## config.mk

```make
export PLATFORM = sky130hd
export DESIGN_NAME = uart_ctrl_regs
export DESIGN_NICKNAME = d
export VERILOG_FILES = /design/src/rtl/uart_ctrl_pkg.sv /design/src/rtl/uart_ctrl_csr.sv /design/src/rtl/uart_baud_gen.sv /design/src/rtl/uart_irq_mask.sv /design/src/rtl/uart_ctrl_regs.sv
export SDC_FILE = /design/constraint.sdc
export NUM_CORES = 1
export LEC_CHECK = 0
export BUFFER_PORTS_ARGS = -buffer_cell sky130_fd_sc_hd__buf_2
export CORE_ASPECT_RATIO = 0.8
export CORE_MARGIN = 10
export CORE_UTILIZATION = 55
export CTS_BUF_LIST = sky130_fd_sc_hd__clkbuf_2
export DETAILED_ROUTE_END_ITERATION = 7
export PLACE_DENSITY = 0.8
export SYNTH_ARGS = -nofsm -noshare
export SYNTH_HDL_FRONTEND = slang
export SYNTH_HIERARCHICAL = 1
export SYNTH_SLANG_ARGS = --single-unit
export TNS_END_PERCENT = 30
```

## constraint.sdc

```tcl
create_clock -name clk_i -period 2.8 [get_ports clk_i]
set_input_delay 0.28 -clock clk_i [delete_from_list [all_inputs] [get_ports clk_i]]
set_output_delay 0.28 -clock clk_i [all_outputs]
set_load 0.05 [all_outputs]
```

## src/rtl/uart_ctrl_pkg.sv

```systemverilog
package uart_ctrl_pkg;
  localparam logic [2:0] A_CTRL = 3'h3;
  localparam logic [2:0] A_DIV  = 3'h4;
  localparam logic [2:0] A_EOP  = 3'h5;

  localparam int unsigned CTRL_LO = 3;
  localparam int unsigned CTRL_HI = 12;
  localparam int unsigned B_BRK   = 9;
  localparam int unsigned B_RTS   = 11;

  localparam int unsigned NUM_FLAGS = 10;
  localparam int unsigned NUM_EN    = 8;
  localparam int unsigned NUM_ERR   = 5;
endpackage

```

## src/rtl/uart_ctrl_csr.sv

```systemverilog
module uart_ctrl_csr import uart_ctrl_pkg::*; #(
  parameter int unsigned ADDR_W       = 3,
  parameter int unsigned DATA_W       = 16,
  parameter int unsigned DIV_W        = 16,
  parameter int unsigned EOP_W        = 8,
  parameter bit          FLOW_CTRL_EN = 1'b1,
  parameter bit          DIV_SW_EN    = 1'b1,
  parameter logic [DIV_W-1:0] DIV_FIXED = DIV_W'(15)
) (
  input  logic                    clk_i,
  input  logic                    rst_ni,
  input  logic                    wr_i,
  input  logic                    rd_i,
  input  logic [ADDR_W-1:0]       addr_i,
  input  logic [DATA_W-1:0]       wdata_i,
  output logic [CTRL_HI:CTRL_LO]  ctrl_o,
  output logic [DIV_W-1:0]        div_o,
  output logic [EOP_W-1:0]        eop_o,
  output logic [DATA_W-1:0]       rdata_o
);
  localparam int unsigned CW = CTRL_HI - CTRL_LO + 1;
  localparam logic [CW-1:0] RTS_BIT = CW'(1) << (B_RTS - CTRL_LO);
  localparam logic [CW-1:0] WMASK   = FLOW_CTRL_EN ? '1 : ~RTS_BIT;

  logic sel_ctrl, sel_div, sel_eop;
  assign sel_ctrl = addr_i == ADDR_W'(A_CTRL);
  assign sel_div  = addr_i == ADDR_W'(A_DIV);
  assign sel_eop  = addr_i == ADDR_W'(A_EOP);

  logic [CW-1:0]    ctrl_q;
  logic [EOP_W-1:0] eop_q;

  always_ff @(posedge clk_i or negedge rst_ni) begin
    if (!rst_ni) begin
      ctrl_q <= '0;
      eop_q  <= '0;
    end else if (wr_i) begin
      if (sel_ctrl) ctrl_q <= wdata_i[CTRL_HI:CTRL_LO] & WMASK;
      if (sel_eop)  eop_q  <= wdata_i[EOP_W-1:0];
    end
  end

  generate
    if (DIV_SW_EN) begin : g_div_reg
      logic [DIV_W-1:0] div_q;
      always_ff @(posedge clk_i or negedge rst_ni) begin
        if (!rst_ni)               div_q <= DIV_FIXED;
        else if (wr_i && sel_div)  div_q <= wdata_i[DIV_W-1:0];
      end
      assign div_o = div_q;
    end else begin : g_div_fixed
      assign div_o = DIV_FIXED;
    end
  endgenerate

  logic [DATA_W-1:0] rd_val;
  always_comb begin
    rd_val = '0;
    if (sel_ctrl)     rd_val[CTRL_HI:CTRL_LO] = ctrl_q;
    else if (sel_div) rd_val = DATA_W'(div_o);
    else if (sel_eop) rd_val = DATA_W'(eop_q);
  end

  always_ff @(posedge clk_i or negedge rst_ni) begin
    if (!rst_ni)   rdata_o <= '0;
    else if (rd_i) rdata_o <= rd_val;
    else           rdata_o <= '0;
  end

  assign ctrl_o = ctrl_q;
  assign eop_o  = eop_q;
endmodule

```

## src/rtl/uart_baud_gen.sv

```systemverilog
module uart_baud_gen #(
  parameter int unsigned DIV_W = 16,
  parameter logic [DIV_W-1:0] DIV_RST = DIV_W'(15)
) (
  input  logic             clk_i,
  input  logic             rst_ni,
  input  logic [DIV_W-1:0] div_i,
  output logic             tick_o
);
  logic [DIV_W-1:0] cnt_q;

  assign tick_o = cnt_q == '0;

  // reload only at zero, so a new divisor waits for the running period
  always_ff @(posedge clk_i or negedge rst_ni) begin
    if (!rst_ni)     cnt_q <= DIV_RST;
    else if (tick_o) cnt_q <= div_i;
    else             cnt_q <= cnt_q - 1'b1;
  end
endmodule

```

## src/rtl/uart_irq_mask.sv

```systemverilog
module uart_irq_mask import uart_ctrl_pkg::*; (
  input  logic [NUM_FLAGS-1:0] stat_i,
  input  logic [NUM_EN-1:0]    en_i,
  output logic                 irq_o
);
  // en_i order: roe, toe, tmt, trdy, rrdy, exc, dcts, eop
  logic [NUM_EN-1:0] src;
  logic              exc;

  assign exc = |stat_i[NUM_ERR-1:0];
  assign src = {stat_i[9], stat_i[8], exc, stat_i[7:5], stat_i[1:0]};
  assign irq_o = |(src & en_i);
endmodule

```

## src/rtl/uart_ctrl_regs.sv

```systemverilog
module uart_ctrl_regs import uart_ctrl_pkg::*; #(
  parameter int unsigned ADDR_W       = 3,
  parameter int unsigned DATA_W       = 16,
  parameter int unsigned DIV_W        = 16,
  parameter int unsigned EOP_W        = 8,
  parameter bit          FLOW_CTRL_EN = 1'b1,
  parameter bit          DIV_SW_EN    = 1'b1,
  parameter logic [DIV_W-1:0] DIV_FIXED = DIV_W'(15)
) (
  input  logic              clk_i,
  input  logic              rst_ni,
  input  logic              wr_i,
  input  logic              rd_i,
  input  logic [ADDR_W-1:0] addr_i,
  input  logic [DATA_W-1:0] wdata_i,
  output logic [DATA_W-1:0] rdata_o,
  input  logic [9:0]        stat_i,
  input  logic              tx_serial_i,
  output logic              txd_o,
  output logic              rts_n_o,
  output logic              baud_tick_o,
  output logic [EOP_W-1:0]  eop_char_o,
  output logic              irq_o
);
  logic [CTRL_HI:CTRL_LO] ctrl;
  logic [DIV_W-1:0]       div_act;
  logic [NUM_EN-1:0]      irq_en;

  uart_ctrl_csr #(
    .ADDR_W(ADDR_W), .DATA_W(DATA_W), .DIV_W(DIV_W), .EOP_W(EOP_W),
    .FLOW_CTRL_EN(FLOW_CTRL_EN), .DIV_SW_EN(DIV_SW_EN), .DIV_FIXED(DIV_FIXED)
  ) u_csr (
    .clk_i(clk_i), .rst_ni(rst_ni), .wr_i(wr_i), .rd_i(rd_i),
    .addr_i(addr_i), .wdata_i(wdata_i), .ctrl_o(ctrl), .div_o(div_act),
    .eop_o(eop_char_o), .rdata_o(rdata_o)
  );

  uart_baud_gen #(.DIV_W(DIV_W), .DIV_RST(DIV_FIXED)) u_baud (
    .clk_i(clk_i), .rst_ni(rst_ni), .div_i(div_act), .tick_o(baud_tick_o)
  );

  assign irq_en = {ctrl[12], ctrl[10], ctrl[8:3]};

  uart_irq_mask u_irq (.stat_i(stat_i), .en_i(irq_en), .irq_o(irq_o));

  // break overrides the shifter, even mid-character
  assign txd_o   = ctrl[B_BRK] ? 1'b0 : tx_serial_i;
  assign rts_n_o = ~ctrl[B_RTS];
endmodule

```

==> results summary, run 1 <==
The flow ran to the end, and the final reports show no timing, DRC or antenna violations. STA classifies the critical path startpoint as a flip-flop. The number of DRC violations after detailed routing is 0. In this run the static leakage power is 1.72 nW. In this run the worst setup path begins at u_baud/cnt_q[12]. The peak fanout along the critical path is 14.

The final weighted congestion of routability-driven global placement is 0.884. The worst reg2reg path startpoint is u_baud/cnt_q[0]. In this run, the number of DRC markers left after iteration 0 of detailed routing was 118. The share of total power dissipated in the clock network is 0.191. The number of maximum-capacitance constraint violations came out at 0. The number of antenna violations at the first check in global routing is 0. For this design, the slowest cell found on the critical path is dfrtp_1. The endpoint of the worst hold path is u_csr/rdata_o[2].

During synthesis, Yosys emitted a total of 6 warnings. The min-delay analysis places its worst path in the category in -> reg. Traced cell by cell, the critical path runs through nor3_1 > and4_1 > nand3b_1 > buf_4 > inv_1 > buf_2. CTS placed an instance of clkbuf_2 at the clock tree root. The critical path class is reg -> out.

The number of standard-cell rows in the floorplan is 23. The total inserted antenna cells is 0. Setup violations remaining at the end of the flow were counted as 0. The H-tree depth is 3.

The per-cell via count in the routed design came out at 5.50. Of the synthesized area, sequential elements account for 0.559. For the pin with the worst max-slew slack, the measured transition is 0.685 ns. In the synthesized netlist the dominant register cell turns out to be dfrtp_1. For the worst setup path, the data arrival time is 2.23 ns. The total setup buffers inserted after CTS is 0.

The complex-gate fraction of the synthesized area came out at 0.0791. The kind of capture point of the worst setup path is a primary output. The post-synthesis share of cell area spent on and, or, nand and nor gates came out at 0.122.

The end of the worst register-to-register path is u_baud/cnt_q[13]. The internal portion of total power came out at 0.00178 W. The hold path startpoint is addr_i[0].

The length of routed wiring on met1 is 3010 µm. Setup slack on the worst reg-to-reg path comes out at 0.74 ns. The CTS sink count came out at 66. The number of distinct library cell variants in the gate-level netlist after synthesis came out at 45. In this run the count of I/O pins placed on the die edge is 62. The wire length of the first global-routing pass is 11100 µm. The largest net degree at the start of global routing is 32. Of the total synthesized cell area, the portion taken by XOR and XNOR cells is 0.0294. The buffering stage count on the worst path with inverters included is 3.

Signal routing reaches up to met4. The portion of total power attributed to combinational logic is 0.293. The number of routed nets with antenna violations came out at 0.

The required time at the worst-slack endpoint came out at 2.52 ns. The synthesized instance count is 229. The sequential share of power is 0.516.

Counting along the longest clock path gives a buffer depth of 2. The via count of the first global-routing pass is 2284. Broken down by cell family, the worst path's largest delay share belongs to simple AND/OR/NAND/NOR gates. The number of I/O port buffers came out at 61. The aggregate negative setup slack came out at 0 ns. The combined global-route utilization of all metal layers came out at 0.161. The cell area power density came out at 771 nW/µm². The clock transition time at the flip-flop clock pins of the worst setup and hold paths came out at 0.18 ns.

The final clock skew is 0.0330 ns. Counting the buffers created by CTS gives 9. For the finished layout, the period the worst path requires is 2.51 ns. The number of vias in the routed layout came out at 2091. The die span in x came out at 102 µm.

Setup repair after global routing left no endpoint under its margin. The hold-fix buffer count after cts came out at 14. The die covers 8770 µm². The multiplexer fraction of the synthesized cell area is 0.172.

The met3 routed wirelength came out at 508 µm. Counting instances, the worst hold path has a depth of 3. Of the total power, the share spent switching nets is 0.358. For this run the aggregate overflow at the end of global routing stands at 0. The wire-length estimate of the detail-placed layout is 4670 µm. The synthesis-to-finish area growth came out at 20.8%.

The tightest hold path in the finished design has a slack of 0.270 ns. The final design instance area without fill came out at 3590 µm². The final layout net count came out at 349. By area, the combinational part of the netlist is dominated by multiplexers.

The final hold violation count is 0. The post-place instance area came out at 3320 µm². The total power after layout is 0.00277 W. The number of register bits inferred by synthesis came out at 66. Of the cells placed in the final design, the portion with a size suffix greater than 1 is 0.403.

The core occupancy in the finished layout came out at 0.702. TritonCTS built the clock tree. The normalized max-slew margin is 0.541. The wire length after detailed routing is 6680 µm. The later-pin clock latency in the skew report came out at 0.48 ns. Counting every net in the synthesized netlist gives 265. The critical path depth came out at 6.

The effective utilization at floorplan is 0.581. The placeable core area came out at 5120 µm². The largest stage delay on the critical path is 0.45 ns. The final cycle utilization of the critical path came out at 0.895. The average footprint of a synthesized cell came out at 13.0 µm². The depth of the most critical reg-to-reg path came out at 6. Counting flops with an async set or reset pin after synthesis yields a share of 1.00.

The height of the die came out at 85.8 µm. The count of final max-slew check failures is 0. The post-synthesis instance area came out at 2970 µm².

The detailed route wirelength on metal2 is 3150 µm. The first-pass detailed-route iteration total is 4. The worst vdd rail ir drop came out at 0.387 mV.

After detailed routing, the average wire length per cell comes to 17.6 µm. The quantity of gates resized following cts is 0. Summed over all nets, the switching power comes to 0.000991 W. The arithmetic-cell share of the synthesized area counting full adders, half adders and majority gates is 0.00841. The number of enable flip-flop cells after synthesis came out at 0. The maximum achievable frequency came out at 0.399 GHz.
==> power by group through the flow <==
stage               Sequential [W]  Clock, W  Combinational [W]
finish                     0.00143  0.000529           0.000811
global route               0.00147  0.000596           0.000885
CTS                        0.00143  0.000549           0.000813
detailed placement         0.00145         0           0.000792
global placement           0.00143         0           0.000765
floorplan                  0.00152         0           0.000481
==> through the flow <==
stage	cells	setup WS, ns
2_1_floorplan	229	0.904
3_3_place_gp	347	0.845
3_5_place_dp	347	0.805
4_1_cts	377	0.267
5_1_grt	380	0.138
6_report	380	0.295
==> kinds of logic after synthesis <==
logic type      Yosys count
flops                    66
simple gates             59
mux                      43
compound gates           35
buf+inv                  14
xor+xnor                 10
fa+ha+maj                 2
==> cell type report <==
type | count | area, µm²
Clock buffer | 12 | 60.1
Clock inverter | 4 | 45.0
Fill cell | 393 | 1530
Inverter | 4 | 15.0
Multi-Input combinational cell | 149 | 1220
Sequential cell | 66 | 1660
Tap cell | 62 | 77.6
Timing Repair Buffer | 83 | 513
==> routing by layer <==
layer,up-vias,GRT usage
met2,75,0.253
met3,2,0.0585
met5,-,0
met1,1012,0.200
li1,1002,-
met4,0,0.0588
==> sequential cells by signal (all words and copies together), names as in the netlist <==
register,count
u_baud/cnt_q,16
u_csr/ctrl_o,10
u_csr/div_o,16
u_csr/eop_o,8
u_csr/rdata_o,16
==> tightest hold or removal path, delay by kind of cell <==
family	cells	cell delay, ns
buf+inv	1	0.22
mux	1	0.18
simple gates	1	0.06
==> cell usage after synthesis (4+ instances only) <==
cell type | instances | area share
o2bb2ai_1 | 5 | 0.015
nor2_1 | 20 | 0.025
a22o_1 | 5 | 0.015
inv_1 | 4 | 0.0050
mux2i_1 | 8 | 0.027
nand2_1 | 4 | 0.0050
a21oi_1 | 15 | 0.025
xor2_1 | 8 | 0.024
dfstp_2 | 8 | 0.071
dfrtp_1 | 58 | 0.49
mux2_2 | 25 | 0.095
nand4_1 | 6 | 0.013
mux2_4 | 10 | 0.050
==> worst max path at each step <==
stage                                  end  slack [ns]
after global placement    u_baud/cnt_q[13]        0.85
after global routing           baud_tick_o        0.14
final                          baud_tick_o        0.29
after detailed placement  u_baud/cnt_q[13]        0.81
after floorplan                baud_tick_o        0.90
after CTS                      baud_tick_o        0.27
==> layout by cell type (no fill, tap or decap), drive strengths merged, types with 4 or more instances in the layout <==
master       count
clkbuf          12
mux2i            8
mux2            35
dfrtp           58
nor3             4
o2bb2ai          5
nor2            20
a22o             5
dfstp            8
inv              4
a21oi           15
dlygate4sd3     17
nand2            4
xor2             8
buf             66
nand4            6
(Power assumes the default switching activity.)
==> run 2, diff against run 1 <==
- RECOVER_POWER: default -> 100
==> results summary, run 2 (synthesis results as in run 1) <==
The critical path is of the reg -> out type. The clock transition time at the flip-flop clock pins of the worst setup and hold paths came out at 0.18 ns. The largest individual stage delay along the critical path comes from the cell dfrtp_1. Of the total power, the share spent switching nets is 0.365. The later-pin clock latency in the skew report came out at 0.51 ns. Summing all non-filler instances in the final layout gives an area of 3510 µm². The die span in x is 102 µm.

The per-cell via count in the routed design is 5.49. Of all nets on the critical path, the largest fanout is 14. The final hold violation count is 0. The quantity of gates resized following cts is 0. The worst-case hold slack came out at 0.343 ns.

Buffers placed on the I/O ports in this run total 61. The final layout net count is 349. Setup total negative slack on the finished layout was measured at 0 ns. The final reports fail on max-capacitance violations, max-slew violations. In this run the standard cell core region covers 5120 µm². The effective utilization at floorplan is 0.581.

The required time at the worst-slack endpoint came out at 2.52 ns. In this run the static leakage power is 1.58 nW. The internal portion of total power is 0.00174 W. The height of the die came out at 85.8 µm. From synthesis to final layout, the design area changed by 17.9%. The portion of total power attributed to combinational logic came out at 0.283. The path class of the tightest hold or removal check is in -> reg. The number of DRC violations after detailed routing is 0. The worst endpoint data arrival time came out at 2.25 ns. The repair_antennas step left the layout with diodes totalling 0. The final cycle utilization of the critical path is 0.903. The cell area power density came out at 779 nW/µm².

The portion of total power attributed to the clock network came out at 0.196. The fraction of layout instances using a drive strength above 1 came out at 0.258. Counting along the longest clock path gives a buffer depth of 2. For this design, the sink count on the clock tree is 66. STA classifies the critical path endpoint as a primary output. The clock tree from TritonCTS is built.

In this run the tightest slew margin relative to its limit is -0.0827. Setup repair after global routing left no endpoint under its margin. Leaving out fill and tap cells, the most frequent cells in the layout are 58 x dfrtp_1, 31 x clkbuf_1, 31 x buf_2. The core occupancy in the finished layout came out at 0.685. The first-pass detailed-route iteration total came out at 4.

The top-level port count is 62. The wire length after detailed routing came out at 6720 µm. Across every metal layer, demand over resource in global routing totals 0.161. The total power after layout came out at 0.00273 W. The setup-violating endpoint count in the final report is 0. The type of origin of the critical path is a flip-flop. The flow ran to the end, but the final reports show violations.

The number of standard-cell rows in the floorplan is 23. The total setup buffers inserted after CTS came out at 0. The violation count after the first detailed-route iteration came out at 91. The count of final max-slew check failures is 32. After legalization and detailed placement, the total HPWL measured 4670 µm.

The share of total power dissipated in sequential elements is 0.521. The per-cell routed wire length is 17.7 µm. Subtracting the final worst setup slack from the clock period gives 2.53 ns. The placed instances occupy a cell area of 3320 µm². In this run the critical register-to-register path is launched from u_baud/cnt_q[0]. The cell sitting at the root of the clock tree is a clkbuf_2. The most common cell after layout, fill and taps aside is dfrtp_1. Clock tree synthesis inserted a total of 9 buffers. The largest stage delay on the critical path came out at 0.45 ns. The signal on the critical path passes through nor3_1 > and4_1 > nand3b_1 > buf_4 > inv_1 > clkbuf_2.

The total congestion overflow after global routing came out at 0. The first global-routing pass estimated 11100 µm of wire. The start point of the critical path is u_baud/cnt_q[12].

The floorplan step defined a die boundary enclosing 8770 µm². The number of antenna violations at the first check in global routing is 0. The via count of the first global-routing pass was 2284.

The transition time of the tightest slew-check pin came out at 1.62 ns. The hold-fix buffer count after cts came out at 14. The startpoint identified for the worst hold timing path is addr_i[2]. The H-tree depth is 3. The number of routed nets with antenna violations came out at 0. The number of maximum-capacitance constraint violations came out at 1. For this design the total switching power over the nets is 0.000996 W. Entering global routing, the biggest net connects 32 pins. The final clock skew is 0.0315 ns. The number of vias in the routed layout came out at 2087. The maximum achievable frequency came out at 0.396 GHz. The worst vdd rail ir drop came out at 0.375 mV. The layout filler cell count came out at 421. The congestion estimate from routability-driven global placement came to 0.884.
## run 2: cell types whose count changed in the layout (fill, tap and decap cells not counted), moves of 2 or more
cell,delta
clkbuf_1,+31
buf_2,-30
mux2_1,+9
mux2_4,-9
dfstp_1,+4
dfstp_2,-4
buf_4,-3
clkbuf_2,+2
## run 2: layout make-up
cell class | count | area, µm² | share of cell area
flip-flops and latches | 66 | 1660 | 0.474
multi-input cells | 149 | 1180 | 0.337
repair buffers | 83 | 467 | 0.133
well taps | 62 | 77.6 | 0.0221
clock buffers | 12 | 60.1 | 0.0171
clock inverters | 4 | 45.0 | 0.0128
inverters | 4 | 15.0 | 0.00428
## run 2: worst max-delay path, delay by kind of cell, from the launching register on
family	cells	cell delay, ns
flops	1	0.45
simple gates	3	0.75
buf+inv	3	0.52
## run 2: power groups by stage
stage,combinational (W),sequential (W),clock (W)
after global routing,0.000849,0.00147,0.000596
final,0.000773,0.00142,0.000536
after CTS,0.000813,0.00143,0.000549
after global placement,0.000765,0.00143,0
after detailed placement,0.000792,0.00145,0
after floorplan,0.000481,0.00152,0
## run 2: layer usage
metal | global-route usage | vias to the layer above | wire length [µm]
li1 | - | 1008 | -
met1 | 0.200 | 1015 | 3100
met2 | 0.253 | 59 | 3110
met3 | 0.0585 | 5 | 476
met4 | 0.0588 | 0 | 28
met5 | 0 | - | 0
## run 2: final timing paths
kind | to | slack, ns | cells past startpoint
min in group asynchronous | u_csr/rdata_o[13] | 0.69 | 2
worst max-delay path | baud_tick_o | 0.27 | 6
worst max register to register | u_baud/cnt_q[13] | 0.71 | 6
worst min register to register | u_csr/rdata_o[13] | 0.52 | 1
max in group asynchronous | u_baud/cnt_q[7] | 0.73 | 3
worst min-delay path | u_csr/rdata_o[0] | 0.34 | 3
## run 2: through the flow
step                std cells  setup slack [ns]
floorplan                 229             0.904
global placement          347             0.845
detailed placement        347             0.805
CTS                       377             0.267
global route              380             0.105
finish                    380             0.273
==> run 3, diff against run 2 <==
- GPL_TIMING_DRIVEN: default -> 0
==> results summary, run 3 (synthesis results as in run 1) <==
The path with the worst hold slack has its endpoint at u_csr/rdata_o[2]. The number of maximum-capacitance constraint violations is 1. The area growth from synthesis to layout is 20.2%. The number of antenna violations at the first check in global routing was 0.

For this run, the post-layout net count is 354. The number of buffers added by the clock tree synthesis step is 9. The library cell used most frequently in the layout, excluding fill and tap cells, is dfrtp_1.

The fraction of layout instances using a drive strength above 1 is 0.272. The combined global-route utilization of all metal layers came out at 0.159. The final clock skew came out at 0.0264 ns.

CTS built an H-tree with a depth of 3. The transition time of the tightest slew-check pin came out at 1.54 ns. The count of final max-slew check failures came to 67. Entering global routing, the biggest net connects 67 pins. The class of the most critical hold timing path is in -> reg. The tree is rooted in a clkbuf_2. The wire length after detailed routing came out at 6560 µm. In the layout the commonest cells are 58 x dfrtp_1, 34 x clkbuf_1, 33 x buf_2. The core occupancy in the finished layout came out at 0.698. Setup repair after global routing left no endpoint under its margin. The area of the die came out at 8770 µm². After global routing the overflow that remains totals 0.

The peak fanout along the critical path came out at 10. The clock transition time at the flip-flop clock pins of the worst setup and hold paths came out at 0.19 ns. The total inserted antenna cells came out at 0.

The worst pin sits at a relative slew slack of -0.0281. STA puts the critical path data required time at 2.52 ns. Counting I/O delays and the setup requirement, the final critical path takes 2.61 ns.

The number of buffers on the longest clock path is 2. The per-cell via count in the routed design came out at 5.46. The number of routed nets with antenna violations came out at 0. The per-cell routed wire length is 17.0 µm. The reg-to-reg setup timing slack came out at 0.77 ns. The placeable core area came out at 5120 µm².

The first-pass detailed-route iteration total came out at 4. IR analysis of the VDD net gives a maximum drop of 0.412 mV. The number of standard-cell rows in the floorplan is 23. The wire length of the first global-routing pass is 10800 µm. Setup violations remaining at the end of the flow were counted as 0. The worst register-to-register path begins at u_baud/cnt_q[0].

Measured along the y axis, the die boundary spans 85.8 µm. The number of I/O port buffers is 61. The critical path class is reg -> out. The worst setup timing slack at the placement stage came out at 0.628 ns. The final design instance area without fill is 3570 µm². The violation count after the first detailed-route iteration is 70.

The via count of the first global-routing pass was 2190. The layout filler cell count came out at 411. The later-pin clock latency in the skew report came out at 0.51 ns. After layout, the worst setup slack is 0.186 ns.

The total setup buffers inserted after CTS is 0. The end of the worst register-to-register path is u_baud/cnt_q[11]. The worst hold path cell count came out at 3. The final cycle utilization of the critical path is 0.933. The leakage component of the power came out at 1.60 nW. The top-level port count came out at 62. At the worst endpoint, the arrival time is 2.33 ns. TritonCTS built the clock tree. The initial utilization of the core area, before any placement, comes to 0.581. The maximum achievable frequency came out at 0.383 GHz. The flow ran to the end, but the final reports show violations. The final hold violation count is 0. STA classifies the critical path endpoint as a primary output. The depth of the most critical reg-to-reg path came out at 7. After routing, the total negative slack on setup checks comes to 0 ns. The cell area power density came out at 791 nW/µm². The die span in x came out at 102 µm. The number of DRC violations after detailed routing is 0. The CTS sink count came out at 66. The post-place instance area is 3360 µm². The final weighted congestion of routability-driven global placement is 0.847. The worst setup path is launched from a flip-flop. The routed layout has 2102 vias. The startpoint identified for the worst hold timing path is rd_i. The final reports fail on max-capacitance violations, max-slew violations.

The total half-perimeter wirelength after legalization and detailed placement is 4520 µm.
run 3: worst max-delay path, stage by stage (launching register included):
cell	delay [ns]
dfstp_2	0.61
inv_1	0.07
ha_1	0.24
nor2b_1	0.16
nand3b_1	0.21
buf_2	0.28
inv_1	0.06
clkbuf_4	0.21
run 3: metal layers:
metal  GRT usage  vias up  share of wire
met5           0        -              0
met4      0.0435        0         0.0085
met3      0.0730        6          0.073
met2       0.239       59           0.45
met1       0.202     1019           0.46
li1            -     1018              -
run 3: what timing repair did:
item	4_1_cts	5_1_grt
gates resized for setup	0	4
hold endpoints to repair	90	0
setup endpoints to repair	0	1
hold buffers	17	0
run 3: layout make-up:
cell class / count / area, µm² / area share
clock inverter: 6 / 81.3 / 0.0228
buffer: 10 / 51.3 / 0.0144
inverter: 4 / 15.0 / 0.00420
sequential: 66 / 1660 / 0.465
clock buffer: 10 / 50.0 / 0.0140
timing repair buffer: 78 / 443 / 0.124
tap: 62 / 77.6 / 0.0217
multi-input combinational: 149 / 1190 / 0.334
run 3: how the worst max path moves through the flow:
stage                     startpoint     endpoint  slack [ns]  cells past startpoint
CTS                 u_baud/cnt_q[11]  baud_tick_o        0.05                      6
floorplan            u_baud/cnt_q[6]  baud_tick_o        0.90                      5
detailed placement  u_baud/cnt_q[11]  baud_tick_o        0.63                      6
global route         u_baud/cnt_q[0]  baud_tick_o       0.007                      7
finish               u_baud/cnt_q[0]  baud_tick_o        0.19                      7
global placement     u_baud/cnt_q[6]  baud_tick_o        0.68                      6
run 3: through the flow:
stage / cells / hold WS (ns) / power (W)
after floorplan: 229 / -0.0156 / 0.00200
after global placement: 352 / 0.501 / 0.00220
after detailed placement: 352 / 0.421 / 0.00223
after CTS: 385 / 0.192 / 0.00288
after global routing: 385 / 0.263 / 0.00301
final: 385 / 0.290 / 0.00283
run 3: where the power goes:
group / internal (W) / switching (W) / total, W
logic: 0.000327 / 0.000438 / 0.000765
clock network: 0.000293 / 0.000330 / 0.000624
registers: 0.00120 / 0.000233 / 0.00144
